===== src/rtl/pin_drv_pkg.sv =====
package pin_drv_pkg;

  typedef enum logic [2:0] {
    CODE_F0 = 3'd0,
    CODE_F1 = 3'd1,
    CODE_WL = 3'd2,
    CODE_WH = 3'd3,
    CODE_HZ = 3'd4
  } pin_code_e;

  typedef struct packed {
    logic act;
    logic hi;
  } drv_st_t;

  localparam drv_st_t ST_TL = '{act: 1'b0, hi: 1'b0};

  // Resolved state code for a drive state
  function automatic pin_code_e state_code(input drv_st_t s, input logic pd);
    pin_code_e c;
    if (s.act) c = s.hi ? CODE_F1 : CODE_F0;
    else if (s.hi) c = CODE_WH;
    else c = pd ? CODE_WL : CODE_HZ;
    return c;
  endfunction

  // Next step toward a target: at most one control moves per step
  function automatic drv_st_t next_step(input drv_st_t cur, input drv_st_t tgt);
    drv_st_t n;
    n = tgt;
    if ((cur.act != tgt.act) && (cur.hi != tgt.hi)) begin
      if (tgt.act) n = '{act: cur.act, hi: tgt.hi};
      else n = '{act: tgt.act, hi: cur.hi};
    end
    return n;
  endfunction

endpackage


===== src/rtl/ctl_resolve.sv =====
module ctl_resolve #(
  parameter int NUM_NETS = 8,
  parameter int NET_W    = 32,
  parameter int SEL_W    = 4,
  parameter int CAP_W    = 2
) (
  input  logic [NUM_NETS-1:0][NET_W-1:0] net_vals,
  input  logic                           follow,
  input  logic                           const_val,
  input  logic [SEL_W-1:0]               sel,
  input  logic [CAP_W-1:0]               cap_cnt,
  input  logic                           fixed_val,
  output logic                           ctl_out,
  output logic                           locked
);

  // Selected net read as a truth value; absent index reads zero
  function automatic logic pick_net(input logic [NUM_NETS-1:0][NET_W-1:0] nv,
                                    input logic [SEL_W-1:0] s);
    logic r;
    r = 1'b0;
    for (int i = 0; i < NUM_NETS; i++) begin
      if (s == SEL_W'(i)) r = |nv[i];
    end
    return r;
  endfunction

  logic net_bit;
  logic req_bit;

  always_comb begin
    net_bit = pick_net(net_vals, sel);
    req_bit = follow ? net_bit : const_val;
    locked  = (cap_cnt == '0);
    ctl_out = locked ? fixed_val : req_bit;
  end

endmodule


===== src/rtl/drv_sequencer.sv =====
module drv_sequencer
  import pin_drv_pkg::*;
(
  input  logic    clk,
  input  logic    rst_n,
  input  drv_st_t tgt,
  output drv_st_t st_d,
  output drv_st_t st_q
);

  logic [1:0] run_cnt;
  logic       split_w;

  assign split_w = (st_q.act != tgt.act) && (st_q.hi != tgt.hi);

  always_comb begin
    st_d = next_step(st_q, tgt);
  end

  always_ff @(posedge clk) begin
    if (!rst_n) begin
      st_q    <= ST_TL;
      run_cnt <= 2'd0;
    end else begin
      st_q <= st_d;
      if (run_cnt != 2'd3) run_cnt <= run_cnt + 2'd1;
    end
  end


  no_th_to_al_chk: assert property (@(posedge clk) disable iff (!rst_n)
    (st_q.act == 1'b0 && st_q.hi == 1'b1) |=> !(st_q.act == 1'b1 && st_q.hi == 1'b0));


  no_al_to_th_chk: assert property (@(posedge clk) disable iff (!rst_n)
    (st_q.act == 1'b1 && st_q.hi == 1'b0) |=> !(st_q.act == 1'b0 && st_q.hi == 1'b1));


  one_step_chk: assert property (@(posedge clk) disable iff (!rst_n)
    (run_cnt != 2'd0) |-> ($countones(st_q ^ $past(st_q)) <= 1));


  split_mid_chk: assert property (@(posedge clk) disable iff (!rst_n)
    split_w |=> (st_q != $past(tgt)));


  settle_chk: assert property (@(posedge clk) disable iff (!rst_n)
    (run_cnt == 2'd3 && tgt == $past(tgt) && $past(tgt) == $past(tgt, 2))
      |=> (st_q == $past(tgt)));

endmodule


===== src/rtl/pad_out_reg.sv =====
module pad_out_reg
  import pin_drv_pkg::*;
(
  input  logic    clk,
  input  logic    rst_n,
  input  drv_st_t st_d,
  input  logic    pd_present,
  output logic    pad_oe,
  output logic    pad_do,
  output logic    pad_pu,
  output logic [2:0] pin_code
);

  pin_code_e code_d;

  always_comb begin
    code_d = state_code(st_d, pd_present);
  end

  always_ff @(posedge clk) begin
    if (!rst_n) begin
      pad_oe   <= 1'b0;
      pad_do   <= 1'b0;
      pad_pu   <= 1'b0;
      pin_code <= 3'(CODE_HZ);
    end else begin
      pad_oe   <= st_d.act;
      pad_do   <= st_d.hi;
      pad_pu   <= !st_d.act && st_d.hi;
      pin_code <= 3'(code_d);
    end
  end


  pu_excl_chk: assert property (@(posedge clk) disable iff (!rst_n)
    pad_pu |-> !pad_oe);


  code_drive_chk: assert property (@(posedge clk) disable iff (!rst_n)
    (pin_code <= 3'd1) |-> (pad_oe && (pad_do == pin_code[0])));


  code_range_chk: assert property (@(posedge clk) disable iff (!rst_n)
    pin_code <= 3'd4);

endmodule


===== src/rtl/tsafe_pin_drv.sv =====
module tsafe_pin_drv
  import pin_drv_pkg::*;
#(
  parameter int NUM_NETS = 8,
  parameter int NET_W    = 32,
  parameter int CAP_W    = 2,
  localparam int SEL_W   = $clog2(NUM_NETS) + 1
) (
  input  logic                           clk,
  input  logic                           rst_n,
  input  logic [NUM_NETS-1:0][NET_W-1:0] net_vals,
  input  logic                           mode_follow,
  input  logic                           mode_const,
  input  logic [SEL_W-1:0]               mode_sel,
  input  logic [CAP_W-1:0]               mode_cap_cnt,
  input  logic                           mode_fixed,
  input  logic                           level_follow,
  input  logic                           level_const,
  input  logic [SEL_W-1:0]               level_sel,
  input  logic [CAP_W-1:0]               level_cap_cnt,
  input  logic                           level_fixed,
  input  logic                           pd_present,
  output logic                           pad_oe,
  output logic                           pad_do,
  output logic                           pad_pu,
  output logic [2:0]                     pin_code
);

  logic    mode_w, level_w;
  logic    mode_lock_w, level_lock_w;
  drv_st_t tgt_w, st_d_w, st_q_w;

  ctl_resolve #(.NUM_NETS(NUM_NETS), .NET_W(NET_W), .SEL_W(SEL_W), .CAP_W(CAP_W)) mode_ctl_i (
    .net_vals (net_vals),
    .follow   (mode_follow),
    .const_val(mode_const),
    .sel      (mode_sel),
    .cap_cnt  (mode_cap_cnt),
    .fixed_val(mode_fixed),
    .ctl_out  (mode_w),
    .locked   (mode_lock_w)
  );

  ctl_resolve #(.NUM_NETS(NUM_NETS), .NET_W(NET_W), .SEL_W(SEL_W), .CAP_W(CAP_W)) level_ctl_i (
    .net_vals (net_vals),
    .follow   (level_follow),
    .const_val(level_const),
    .sel      (level_sel),
    .cap_cnt  (level_cap_cnt),
    .fixed_val(level_fixed),
    .ctl_out  (level_w),
    .locked   (level_lock_w)
  );

  assign tgt_w = '{act: mode_w, hi: level_w};

  drv_sequencer seq_i (
    .clk  (clk),
    .rst_n(rst_n),
    .tgt  (tgt_w),
    .st_d (st_d_w),
    .st_q (st_q_w)
  );

  pad_out_reg out_i (
    .clk       (clk),
    .rst_n     (rst_n),
    .st_d      (st_d_w),
    .pd_present(pd_present),
    .pad_oe    (pad_oe),
    .pad_do    (pad_do),
    .pad_pu    (pad_pu),
    .pin_code  (pin_code)
  );


  mode_lock_chk: assert property (@(posedge clk) disable iff (!rst_n)
    mode_lock_w |-> (mode_w == mode_fixed));


  level_lock_chk: assert property (@(posedge clk) disable iff (!rst_n)
    level_lock_w |-> (level_w == level_fixed));


  pad_match_chk: assert property (@(posedge clk) disable iff (!rst_n)
    (pad_oe == st_q_w.act) && (pad_do == st_q_w.hi));

endmodule


===== config.mk =====
export PLATFORM = sky130hd
export DESIGN_NAME = tsafe_pin_drv
export DESIGN_NICKNAME = d
export VERILOG_FILES = /design/src/rtl/pin_drv_pkg.sv /design/src/rtl/ctl_resolve.sv /design/src/rtl/drv_sequencer.sv /design/src/rtl/pad_out_reg.sv /design/src/rtl/tsafe_pin_drv.sv
export SDC_FILE = /design/constraint.sdc
export NUM_CORES = 1
export LEC_CHECK = 0
export BUFFER_PORTS_ARGS = -buffer_cell sky130_fd_sc_hd__buf_2
export CORE_AREA = 5 5 107 109
export CTS_BUF_LIST = sky130_fd_sc_hd__clkbuf_4 sky130_fd_sc_hd__clkbuf_8
export DETAILED_ROUTE_END_ITERATION = 7
export DIE_AREA = 0 0 112 114
export PLACE_DENSITY = 0.52
export RECOVER_POWER = 25
export SYNTH_ARGS = -nofsm -noshare
export SYNTH_HDL_FRONTEND = slang
export SYNTH_SLANG_ARGS = --single-unit

===== constraint.sdc =====
create_clock -name clk -period 3.2 [get_ports clk]
set_input_delay 0 -clock clk [delete_from_list [all_inputs] [get_ports clk]]
set_output_delay 0 -clock clk [all_outputs]
set_load 0.01 [all_outputs]

# [After elaboration in Yosys (flattened, before gate mapping)]
# Cells that the tools add are included.
[word_totals] elab_cells=61 input_bits=277 output_inout_bits=6 ff_bits=6
[op_classes] n_mux=26 n_reduce_logical=15 n_eq_ne=16
[ops] op="OR reduction 32 bit" count=8
[ops] op="equality test 4 x 3 -> 1 bit, second input constant" count=8
[ops] op="two-way mux 1 bit" count=21
[ops] op="equality test 4 x 2 -> 1 bit, second input constant" count=4
[ops] op="two-way mux 3 bit" count=3
[ops] op="equality test 4 x 1 -> 1 bit, second input constant" count=2
[ops] op="zero test 4 bit" count=2
[ops] op="zero test 2 bit" count=2
[ops] op="two-way mux 2 bit" count=2
[ops] op="logical AND 1 bit" count=2
[ops] op="inequality test 1 bit" count=2
[ops] op="zero test 1 bit" count=1

# [Depth between registers and ports, before layout]
[logic_depth] ltp_word=16 depth_mapped=11 depth_no_buf=11

# [By module]
# Synthesis repeated with hierarchy kept, for this count alone.
[unflattened] cells_unflattened=246 area_unflattened_um2=1645.3
[by_module_without_submodules] mod="ctl_resolve" seq_area_each_um2=0.0 cells_per_inst=111 n_inst=2 area_each_um2=680.7
[by_module_without_submodules] mod="pad_out_reg" seq_area_each_um2=100.1 cells_per_inst=12 n_inst=1 area_each_um2=156.4
[by_module_without_submodules] mod="drv_sequencer" seq_area_each_um2=40.0 cells_per_inst=12 n_inst=1 area_each_um2=127.6

# [Least setup slack after synthesis]
# No wires, ideal clock.
[synth_path] path_type="input-to-reg" startpoint="input port net_vals[56] (netlist bit)" endpoint="register seq_i.st_q[1] (netlist bit)" required_time_ns=3.087 arrival_ns=2.132 setup_time_ns=0.113 path_slack_ns=0.956 n_path_buf=0 stages=11 path_cell_list="nor4_1 nand4_1 o21ai_0 o21ai_0 a211oi_1 a22oi_1 ha_1 nand2_1 mux2i_1 mux2_4 and2_4"
[synth_between] elab_chain_cells=13 elab_cells_between_ends=24 classes_between="eq/ne (2); mux (20); reduce/logical (2)"
[synth_lines] element="from (decl)" line="tsafe_pin_drv.sv:11" text="input logic [NUM_NETS-1:0][NET_W-1:0] net_vals,"
[synth_lines] element="OR reduction 32 bit (*)" line="ctl_resolve.sv:23" text="if (s == SEL_W'(i)) r = |nv[i];"
[synth_lines] element="two-way mux 1 bit (7 in a row)" line="ctl_resolve.sv:23"
[synth_lines] element="two-way mux 1 bit" line="ctl_resolve.sv:33" text="req_bit = follow ? net_bit : const_val;"
[synth_lines] element="two-way mux 1 bit" line="ctl_resolve.sv:35" text="ctl_out = locked ? fixed_val : req_bit;"
[synth_lines] element="inequality test 1 bit, on equally long branches"
[synth_lines] element="logical AND 1 bit"
[synth_lines] element="two-way mux 2 bit (*)" line="pin_drv_pkg.sv:31" text="if ((cur.act != tgt.act) && (cur.hi != tgt.hi)) begin"
[synth_lines] element="to (signal assigned)" line="drv_sequencer.sv:25" text="st_q <= st_d;"
[synth_lines] element="to (decl)" line="drv_sequencer.sv:8" text="output drv_st_t st_q"
# Every way passes the cells marked *; elsewhere a longest branch is shown, timed or not.
# A chain may end at the register's enable or synchronous reset.

# [Worst setup path in the final report]
[layout_path] startpoint="input port net_vals[197] (netlist bit)" endpoint="register seq_i.st_q[1] (netlist bit)"
[layout_between] elab_chain_cells=8 elab_cells_between_ends=14 classes_between="eq/ne (2); mux (10); reduce/logical (2)"
[layout_lines] element="OR reduction 32 bit (*)" line="ctl_resolve.sv:23"
[layout_lines] element="two-way mux 1 bit (2 in a row)" line="ctl_resolve.sv:23"
[layout_lines] element="two-way mux 1 bit" line="ctl_resolve.sv:33"
[layout_lines] element="two-way mux 1 bit" line="ctl_resolve.sv:35"
[layout_lines] element="inequality test 1 bit, on equally long branches"
[layout_lines] element="logical AND 1 bit"
[layout_lines] element="two-way mux 2 bit (*)" line="pin_drv_pkg.sv:31"
# Marked as above.

==> metrics.md <==
| Metric | Value |
|---|---|
| Port Buffer Count | 282 |
| Yosys reg bits | 5 |
| Max cap viols | 0 |
| Slowest stage cell on the critical path | nor4_1 |
| Hpwl dp | slightly below 8 mm |
| Pint | 331.0 uW |
| Placer Congestion | 0.9520 |
| Via density | 4.166 |
| Setup repair after global routing missed its margin | false |
| Pwr dens | between 150 and 200 nW/um^2 |
| Post-Route WL | about 8.3 mm |
| Post-synthesis async set-or-reset flop share | 0% |
| Cts hold-fix bufs | 0 |
| Syn Inst Count | 155 |
| Clock slew at reported path FFs | 0.04 ns |
| Setup Viol. Count Final | 0 |
| Class of the worst hold path | in -> reg |
| First-pass GRT wire length | 12.32 mm |
| DRC | 0 |
| Layout cell share with drive strength beyond 1 | 66.59% |
| Total GRT Usage | 11.84% |
| F_max | 373.5 MHz |
| Critical Path Fanout Max | 5 |
| CTS Sinks | 5 |
| Clk Latency, worst-skew pair | 0.23 ns |
| CTS tree | built |
| Leak | 0.001354 uW |
| Sequential area share after synthesis | 9.547% |
| Placed insts | approximately 580 |
| H-tree levels | 1 |
| Post-CTS resize count | 0 |
| DR iter-0 viols | 93 |
| Yosys warns | 0 |
| Crit. End Element | flop |
| Placed inst area | 2628 sq um |
| N_diodes | 0 |
| Clk pwr share | between 20% and 30% |
| Initial antenna violation count | 0 |
| DRT Pass-1 Iters | 4 |
| Clock Tree Root | clkbuf_8 |
| IO Pins | 283 |
| Top cell type's share of synthesized area | 39.38% |
| CP Class | in -> reg |
| NumNets Final | 719 |
| FP Rows | 38 |
| Max_slew headroom | 69.48% |
| Per-cell routed wire length | about 14 um |
| Yosys top cell by area | nor4_1 |
| Syn Std Cell Area | 1049 sq um |
| Netlist cell types | 30 |
| Core Area | ~11,000 sq um |
| Worst-Margin Slew | 0.4536 ns |
| Flop pwr share | 16.1% |
| Comb pwr share | 56.5% |
| Hold slack final | 0.03908 ns |
| Chip width | 112 um |
| Outcome | completed |
| Worst Path Required | 3.32 ns |
| Worst path cell trace | buf_2 > nor4_1 > nand4_1 > nor2_1 > o22ai_1 > a211oi_1 > a22oi_1 > ha_1 > nand2_1 > mux2i_1 > mux2_4 > and2_4 |
| Min Tclk post-route | 2.677 ns |
| Die H | roughly 110 um |
| Antenna viol nets, final | 0 |
| Grt total ovfl | 0 |
| P_sw | 149.2 uW |
| Number of synthesized flops with an enable pin | 0 |
| Crit path launch type | input port |
| CP arrival | approximately 2.8 ns |
| Final Skew | 0.005366 ns |
| Switch share | 31.07% |
| Number of CTS-inserted buffers | 3 |
| Synthesized area per cell | 6.765 sq um |
| Area growth syn-to-layout | 155.0% |
| Dominant cells by area after synthesis | nor4_1 39%, dfxtp_1 9.5%, nand4_1 8.4% |
| Layout Cells excl Fill | a little under 600 |
| Final core occ | 25.45% |
| Setup bufs post-CTS | 0 |
| Max Slew Vio Count | 0 |
| Setup tns final | 0 ns |
| Largest net degree at the start of global routing | 8 |
| Die Area | between 10,000 and 15,000 sq um |
| Initial Util | 9.979% |
| Synth Net Count | 433 |
| Vias in the first global route | 2,618 |
| Clock tree buffer depth | 2 |
| Final Hold Fails | 0 |
| Main synth FF type | dfxtp_1 |
| Detailed-route via count | 2,416 |
| Max VDD drop | 0.08467 mV |
| CP max stage delay | roughly 0.44 ns |
| Final worst path period share | between 80% and 90% |
| Final Cell Area | roughly 2700 sq um |
-- state kept, by name, summed over array words and instances (netlist names) --
name	flops
out_i.pin_code	3
out_i.pad_pu	1
seq_i.st_q	1
-- Yosys cell counts, types with 2 or more instances --
cell type and number:
o21ai_0 3, nor4_1 66, nand2_1 15, inv_1 5
mux2_2 2, nor3b_1 2, nor2_1 10, nand4_1 14
o31a_1 2, nor3_1 6, nor4_2 2, a21oi_1 3
mux2i_1 2, nand2b_1 3, dfxtp_1 5
-- final timing paths --
check	cells after the start	startpoint	end	slack [ns]
worst max register to register	5	seq_i.st_q[1]	seq_i.st_q[1]	1.60
worst max-delay path	12	net_vals[197]	seq_i.st_q[1]	0.52
worst min-delay path	3	pd_present	out_i.pin_code[1]	0.04
worst min register to register	3	out_i.pin_code[0]	out_i.pin_code[0]	0.69
-- cell usage in the layout (no fill, tap or decap), types with 2 or more instances in the layout --
cell type,instances
nand2b_1,3
nor3_1,6
nand4_1,14
o21ai_0,3
nor4_1,66
nor2_1,10
clkbuf_8,3
o31a_1,2
nor3b_1,2
clkbuf_1,2
nor4_2,2
buf_2,280
nand2_1,15
a21oi_1,3
dfxtp_1,5
mux2i_1,2
mux2_2,2
inv_1,5
-- kinds of logic (layout without fill, tap and decap cells) --
family                   after synthesis  count (layout)  synth area share (%)
AO/OA/AOI/OAI                         16              16                 11.93
adder cells (fa/ha/maj)                1               1                 1.193
buffers and inverters                  6             291                 2.506
flip-flops                             5               5                 9.547
multiplexers                           6               6                 7.637
AND/OR/NAND/NOR                      121             121                 67.18
-- per-layer routing --
metal | GRT usage, % | wire length [um]
met5 | 0 | 0
met2 | 23.18 | 4399
met3 | 3.660 | 802
met4 | 1.763 | 31
met1 | 12.68 | 3056
-- power by group through the flow --
stage | clock [uW] | sequential [uW] | combinational, uW
floorplan | 0 | 81.5 | 71.2
global placement | 0 | 78.2 | 267
detailed placement | 0 | 78.0 | 273
CTS | 135 | 77.2 | 275
global route | 138 | 78.0 | 301
finish | 132 | 77.5 | 271
-- area by class of cell --
cell class / instances / area, sq um
fillers: 1188 / 7834
repair buffers: 282 / 1409
multi-input cells: 144 / 922.1
well taps: 140 / 175.2
flip-flops and latches: 5 / 100.1
clock buffers: 4 / 48.80
inverters: 5 / 18.77
-- critical path: cells and delay by family --
kind	cells	cell delay, ns
simple gates	5	1.10
fa+ha+maj	1	0.42
mux	2	0.55
buf+inv	1	0.09
compound gates	3	0.62
-- through the flow --
stage | setup slack (ns) | total power [uW]
3_3_place_gp | 0.3855 | 345.7
5_1_grt | 0.3158 | 517.2
4_1_cts | 0.4846 | 486.8
6_report | 0.5225 | 480.2
2_1_floorplan | 0.9557 | 152.8
3_5_place_dp | 0.2765 | 351.0
(Power assumes the default switching activity.)
